## src/rtl/t16_pkg.sv

```systemverilog
package t16_pkg;
  typedef struct packed {
    logic ovf_flag;
    logic ext_flag;
    logic tx_sel;
    logic rx_sel;
    logic trig_en;
    logic cap_mode;
    logic pin_mode;
    logic run;
  } t16_ctrl_t;

  localparam int CTRL_ADDR = 0;
  localparam int CTRL_W    = 8;
endpackage

```

## src/rtl/t16_edge_sync.sv

```systemverilog
module t16_edge_sync #(
  parameter int STAGES = 2
) (
  input  logic clk,
  input  logic rst,
  input  logic pin,
  output logic fall
);
  logic [STAGES-1:0] stg_q;
  logic              prev_q;

  always_ff @(posedge clk) begin
    if (rst) begin
      stg_q  <= '1;
      prev_q <= 1'b1;
    end else begin
      stg_q  <= {stg_q[STAGES-2:0], pin};
      prev_q <= stg_q[STAGES-1];
    end
  end

  assign fall = prev_q && !stg_q[STAGES-1];
endmodule

```

## src/rtl/t16_prescale.sv

```systemverilog
module t16_prescale #(
  parameter int DIV_SLOW = 12,
  parameter int DIV_FAST = 4,
  parameter int DIV_BAUD = 2
) (
  input  logic clk,
  input  logic rst,
  input  logic en,
  input  logic baud,
  input  logic fast_sel,
  output logic tick
);
  localparam int DMAX = (DIV_SLOW > DIV_FAST) ?
                        ((DIV_SLOW > DIV_BAUD) ? DIV_SLOW : DIV_BAUD) :
                        ((DIV_FAST > DIV_BAUD) ? DIV_FAST : DIV_BAUD);
  localparam int PW = $clog2(DMAX + 1);

  logic [PW-1:0] pre_q;
  logic [PW-1:0] limit;

  always_comb begin
    if (baud)          limit = PW'(DIV_BAUD - 1);
    else if (fast_sel) limit = PW'(DIV_FAST - 1);
    else               limit = PW'(DIV_SLOW - 1);
  end

  assign tick = en && (pre_q >= limit);

  always_ff @(posedge clk) begin
    if (rst || !en)  pre_q <= '0;
    else if (tick)   pre_q <= '0;
    else             pre_q <= pre_q + 1'b1;
  end
endmodule

```

## src/rtl/t16_core.sv

```systemverilog
module t16_core #(
  parameter int CNT_W  = 16,
  parameter int DATA_W = 8
) (
  input  logic              clk,
  input  logic              rst,
  input  logic              inc,
  input  logic              trig_reload,
  input  logic              trig_capture,
  input  logic              ovf_reload,
  input  logic [CNT_W/DATA_W-1:0] cnt_we,
  input  logic [CNT_W/DATA_W-1:0] rld_we,
  input  logic [DATA_W-1:0] wdata,
  output logic [CNT_W-1:0]  cnt_q,
  output logic [CNT_W-1:0]  rld_q,
  output logic              ovf
);
  localparam int NB = CNT_W / DATA_W;

  assign ovf = inc && (&cnt_q);

  always_ff @(posedge clk) begin
    if (rst) begin
      cnt_q <= '0;
      rld_q <= '0;
    end else begin
      if (|cnt_we) begin
        for (int i = 0; i < NB; i++)
          if (cnt_we[i]) cnt_q[i*DATA_W +: DATA_W] <= wdata;
      end else if (trig_reload || (ovf && ovf_reload)) begin
        cnt_q <= rld_q;
      end else if (ovf) begin
        cnt_q <= '0;
      end else if (inc) begin
        cnt_q <= cnt_q + 1'b1;
      end

      if (trig_capture) begin
        rld_q <= cnt_q;
      end else begin
        for (int i = 0; i < NB; i++)
          if (rld_we[i]) rld_q[i*DATA_W +: DATA_W] <= wdata;
      end
    end
  end
endmodule

```

## src/rtl/timer16_capreload.sv

```systemverilog
module timer16_capreload #(
  parameter int CNT_W       = 16,
  parameter int DATA_W      = 8,
  parameter int ADDR_W      = 3,
  parameter int SYNC_STAGES = 2,
  parameter int DIV_SLOW    = 12,
  parameter int DIV_FAST    = 4,
  parameter int DIV_BAUD    = 2
) (
  input  logic              clk,
  input  logic              rst,
  input  logic              reg_we,
  input  logic [ADDR_W-1:0] reg_addr,
  input  logic [DATA_W-1:0] reg_wdata,
  output logic [DATA_W-1:0] reg_rdata,
  input  logic              fast_tick_sel,
  input  logic              cnt_pin,
  input  logic              trig_pin,
  output logic              irq,
  output logic              rx_baud_tick,
  output logic              tx_baud_tick
);
  import t16_pkg::*;

  localparam int NB = CNT_W / DATA_W;

  t16_ctrl_t         ctrl_q, ctrl_nxt;
  logic              cnt_fall, trig_fall, pre_tick;
  logic              baud, inc, trig_evt, ovf;
  logic [NB-1:0]     cnt_we, rld_we;
  logic [CNT_W-1:0]  cnt_q, rld_q;
  logic [DATA_W-1:0] rd_nxt;
  logic              ctrl_wr;

  t16_edge_sync #(.STAGES(SYNC_STAGES)) u_cnt_sync (
    .clk(clk), .rst(rst), .pin(cnt_pin), .fall(cnt_fall));

  t16_edge_sync #(.STAGES(SYNC_STAGES)) u_trig_sync (
    .clk(clk), .rst(rst), .pin(trig_pin), .fall(trig_fall));

  assign baud     = ctrl_q.rx_sel || ctrl_q.tx_sel;
  assign trig_evt = trig_fall && ctrl_q.trig_en && !baud;
  assign inc      = ctrl_q.run && (ctrl_q.pin_mode ? cnt_fall : pre_tick);
  assign ctrl_wr  = reg_we && (reg_addr == ADDR_W'(CTRL_ADDR));

  t16_prescale #(.DIV_SLOW(DIV_SLOW), .DIV_FAST(DIV_FAST), .DIV_BAUD(DIV_BAUD)) u_pre (
    .clk(clk), .rst(rst),
    .en(ctrl_q.run && !ctrl_q.pin_mode),
    .baud(baud), .fast_sel(fast_tick_sel), .tick(pre_tick));

  generate
    for (genvar g = 0; g < NB; g++) begin : g_lane_we
      assign cnt_we[g] = reg_we && (reg_addr == ADDR_W'(1 + g));
      assign rld_we[g] = reg_we && (reg_addr == ADDR_W'(1 + NB + g));
    end
  endgenerate

  t16_core #(.CNT_W(CNT_W), .DATA_W(DATA_W)) u_core (
    .clk(clk), .rst(rst), .inc(inc),
    .trig_reload(trig_evt && !ctrl_q.cap_mode),
    .trig_capture(trig_evt && ctrl_q.cap_mode),
    .ovf_reload(baud || !ctrl_q.cap_mode),
    .cnt_we(cnt_we), .rld_we(rld_we), .wdata(reg_wdata),
    .cnt_q(cnt_q), .rld_q(rld_q), .ovf(ovf));

  always_comb begin
    ctrl_nxt = ctrl_q;
    if (ctrl_wr) ctrl_nxt = t16_ctrl_t'(reg_wdata[CTRL_W-1:0]);
    if (ovf && !baud) ctrl_nxt.ovf_flag = 1'b1;
    if (trig_evt)     ctrl_nxt.ext_flag = 1'b1;
  end

  always_comb begin
    rd_nxt = '0;
    if (reg_addr == ADDR_W'(CTRL_ADDR)) rd_nxt = DATA_W'(ctrl_q);
    for (int i = 0; i < NB; i++) begin
      if (reg_addr == ADDR_W'(1 + i))      rd_nxt = cnt_q[i*DATA_W +: DATA_W];
      if (reg_addr == ADDR_W'(1 + NB + i)) rd_nxt = rld_q[i*DATA_W +: DATA_W];
    end
  end

  always_ff @(posedge clk) begin
    if (rst) begin
      ctrl_q       <= '0;
      reg_rdata    <= '0;
      irq          <= 1'b0;
      rx_baud_tick <= 1'b0;
      tx_baud_tick <= 1'b0;
    end else begin
      ctrl_q       <= ctrl_nxt;
      reg_rdata    <= rd_nxt;
      irq          <= ctrl_q.ovf_flag || ctrl_q.ext_flag;
      rx_baud_tick <= ovf && baud && ctrl_q.rx_sel;
      tx_baud_tick <= ovf && baud && ctrl_q.tx_sel;
    end
  end
endmodule

```

## config.mk

```make
export PLATFORM = sky130hd
export DESIGN_NAME = timer16_capreload
export DESIGN_NICKNAME = d
export VERILOG_FILES = /design/src/rtl/t16_pkg.sv /design/src/rtl/t16_edge_sync.sv /design/src/rtl/t16_prescale.sv /design/src/rtl/t16_core.sv /design/src/rtl/timer16_capreload.sv
export SDC_FILE = /design/constraint.sdc
export NUM_CORES = 1
export LEC_CHECK = 0
export ABC_AREA = 1
export BUFFER_PORTS_ARGS = -buffer_cell sky130_fd_sc_hd__buf_2
export CORE_ASPECT_RATIO = 2
export CORE_MARGIN = 8
export CORE_UTILIZATION = 45
export CTS_BUF_LIST = sky130_fd_sc_hd__clkbuf_4 sky130_fd_sc_hd__clkbuf_8 sky130_fd_sc_hd__clkbuf_16
export DETAILED_ROUTE_END_ITERATION = 7
export PLACE_DENSITY_LB_ADDON = 0.05
export SETUP_SLACK_MARGIN = 0.2
export SLEW_MARGIN = 20
export SYNTH_ARGS = -nofsm -noshare
export SYNTH_HDL_FRONTEND = slang
export SYNTH_SLANG_ARGS = --single-unit
```

## constraint.sdc

```tcl
create_clock -name clk -period 3 [get_ports clk]
set_input_delay 0.3 -clock clk [delete_from_list [all_inputs] [get_ports clk]]
set_output_delay 0.3 -clock clk [all_outputs]
set_load 0.05 [all_outputs]
```

==> impl_metrics.ini <==
[routing]
wl_um = 10600
first_pass_iters = 5
drc = 0
viasPerCell = 5.376
ant_nets = 0
drtIter0Drc = 230
dr_total_vias = 3602
avgRoutedWirePerCell_um = 15.82

[cts]
clkLatencyLatePin_ns = 0.33
numCtsBuffers = 9
cts_sinks = 61
clockBufferDepth = 2
cts_hold_buf = 0
clk_pin_slew_ns = 0.05
cts_tree = done
cts-root-buf = clkbuf_16
h-tree-depth = 3

[synth]
synthArstFlopShare = 0
synth_mux_area_frac = 0
synth_top_area_share = 0.3478
yosys.area_share.xor_xnor = 0.02245
synth_warnings = 0
synth_compound_area_frac = 0.1379
ys.flop_type = dfxtp_1
synth_top_area_cell = dfxtp_1
ys_ff_latch = 61
avgSynthCellArea_sq_um = 6.442
synth_top_family_by_area = simple AND/OR/NAND/NOR gates
synth.distinct_cells = 34
yosys.area_share.adder = 0.01426
synth-edff-count = 0
synth-simple-area-share = 0.3653
synth_area_leaders = dfxtp_1 (35%), nand2_1 (16%), inv_1 (8.7%)
synth.cell_area_sq_um = 3511
ys_seq_area_frac = 0.3478
synth_nets = 566
netlist_instances = 545

[placed_design]
place_inst = 654
port-buffer-count = 27
dp_hpwl_um = 8388
finalWeightedCongestion = 0.8534

[floorplanning]
initial_core_util = 0.4619
ios = 28
rows = 45
core_area_sq_um = 7601
dieArea_sq_um = 11060
die_w_um = 78.46
die_h_um = 140.9

[cells_and_area]
final_nets = 592
mostFrequentLayoutCell = nand2_1
area_growth_pct = 16.32
finalNonFillerCells = 670
layout_common_cells = nand2_1 (148), inv_1 (80), nor2_1 (61), dfxtp_1 (61), nand3_1 (40)
antennaDiodeCount = 0
layout-drive-gt1-share = 0.1319
post-route-util = 0.5373
nFillCells = 800

[sta]
slew_headroom = 0.3107
min_period_over_period = 0.8449
worst_hold_slack_ns = 0.1569
final-setup-viol-count = 0
skew_ns = 0.007154
min_period_ns = 2.535
hold_violations = 0
tns_ns = 0
rsz0062_at_grt = no
clock.fmax_ghz = 0.3945
worstMarginPinSlew_ns = 1.028
maxSlewViolCount = 0

[power]
swShare = 0.2302
power_frac_comb = 0.090
p_switching_w = 0.0005375
p_int_w = 0.001797
vdd_drop_max_uv = 311.6
seq_power_share = 0.373
p_per_area_nw_per_um2 = 571.7
p_leak_nw = 1.980
p_clk_frac = 0.536

[global_route]
grt_pass1_vias = 3322
overflow = 0
grt_busiest_layer = met2
grt_pass1_wl_um = 16770
use_met2 = 0.3600
antenna_found_initial = 0
use_met3 = 0.04076
grt_max_degree = 35
grt.total_usage = 0.1944
met1_usage = 0.2003

[setup_path]
critical_path_class = register to register
setup.worst_path.start_class = register
arrival_ns = 2.80
crit_path_end_kind = register
worst_ep_required_time_ns = 3.26
critPathMaxFanout = 15

[run_status]
status = finished clean

[job]
maxCapViolCount = 0

[hold_path]
hold_class = input pin to register
==> cell type report <==
type,instances,area (sq um),area share
clock buffer,13,274.0,0.06710
inverter,82,307.8,0.07537
tap,94,117.6,0.02880
multi-input combinational,385,1901,0.4654
clock inverter,3,90.09,0.02206
timing repair buffer,32,172.7,0.04228
sequential,61,1221,0.2990
==> timing repair <==
| item | in CTS | in global routing |
|---|---|---|
| gates resized for setup | 0 | 2 |
| endpoints found under the setup margin | 0 | 10 |
| endpoints found under the hold margin | 0 | 0 |
| buffers inserted | 0 | 0 |
==> power groups by stage <==
stage,clock (W),sequential (W),combinational (W)
after CTS,0.00127,0.000871,0.000210
after floorplan,0,0.000884,0.000144
after detailed placement,0,0.000888,0.000209
after global placement,0,0.000888,0.000207
final,0.00125,0.000872,0.000211
after global routing,0.00131,0.000874,0.000236
==> metrics by stage <==
step,power (W),area (sq um),setup slack [ns]
after global routing,0.002420,4084,0.2622
after global placement,0.001095,3715,0.4432
after CTS,0.002348,4079,0.3117
after detailed placement,0.001097,3715,0.3330
final,0.002335,4084,0.4653
after floorplan,0.001029,3511,0.7751
==> critical path: stages (launching register included) <==
cell and delay [ns]:
dfxtp_1 0.31, nor2_2 0.20, inv_1 0.09, or2_2 0.28, ha_1 0.29, inv_1 0.04
nor2_1 0.08, nand2_1 0.06, nand2_1 0.05, nand2_1 0.07, nand2_2 0.16, nand3_4 0.21
nand2_2 0.17, inv_1 0.14, nand2_1 0.08, nand3_1 0.08, a21oi_2 0.15
==> sequential cells by signal (all words and copies together), names as in the netlist, 2 cells and up <==
signal             count
u_pre.pre_q            4
u_core.cnt_q          16
u_trig_sync.stg_q      2
ctrl_q                 8
u_cnt_sync.stg_q       2
reg_rdata              8
u_core.rld_q          16
==> kinds of logic (layout without fill, tap and decap cells) <==
logic type,count (synthesis),in the layout
flops,61,61
buf+inv,99,130
fa+ha+maj,4,4
compound gates,83,83
xor+xnor,9,9
simple gates,289,289
==> metal layers <==
metal  wire length [um]  vias up
met5                  0        -
met4                249        0
met3                428       20
met2               5793       92
met1               4126     1695
li1                   -     1795
==> synthesized netlist by cell type (2+ instances only) <==
cell      number
nor2_2         4
nand3_4        2
inv_1         81
a22oi_1        5
a21oi_2        4
o22ai_1        8
o211ai_1       4
nand4_1        5
xor2_1         8
nor2_1        61
nand3_1       40
o21ai_0       22
buf_2          6
nand3b_1       3
buf_6          2
dfxtp_1       61
ha_1           4
a31oi_1        8
a21oi_1       29
or2_2          5
nor3_1         7
buf_1          3
nand2_2        3
nand2_1      150
nor2_4         2
nand2_4        3
clkbuf_1       6
o221ai_1       3
==> path summary, 6_finish.rpt <==
check | from | endpoint | slack, ns | depth (start not counted)
worst max-delay path | ctrl_q[4]$_SDFFE_PP0P_ | u_core.cnt_q[5]$_SDFFE_PP0P_ | 0.47 | 16
worst min-delay path | cnt_pin | u_cnt_sync.stg_q[0]$_SDFF_PP1_ | 0.16 | 2
worst max register to register | ctrl_q[4]$_SDFFE_PP0P_ | u_core.cnt_q[5]$_SDFFE_PP0P_ | 0.47 | 16
worst min register to register | u_trig_sync.stg_q[0]$_SDFF_PP1_ | u_trig_sync.stg_q[1]$_SDFF_PP1_ | 0.41 | 1
No activity file was read; power rests on OpenSTA's default activity.
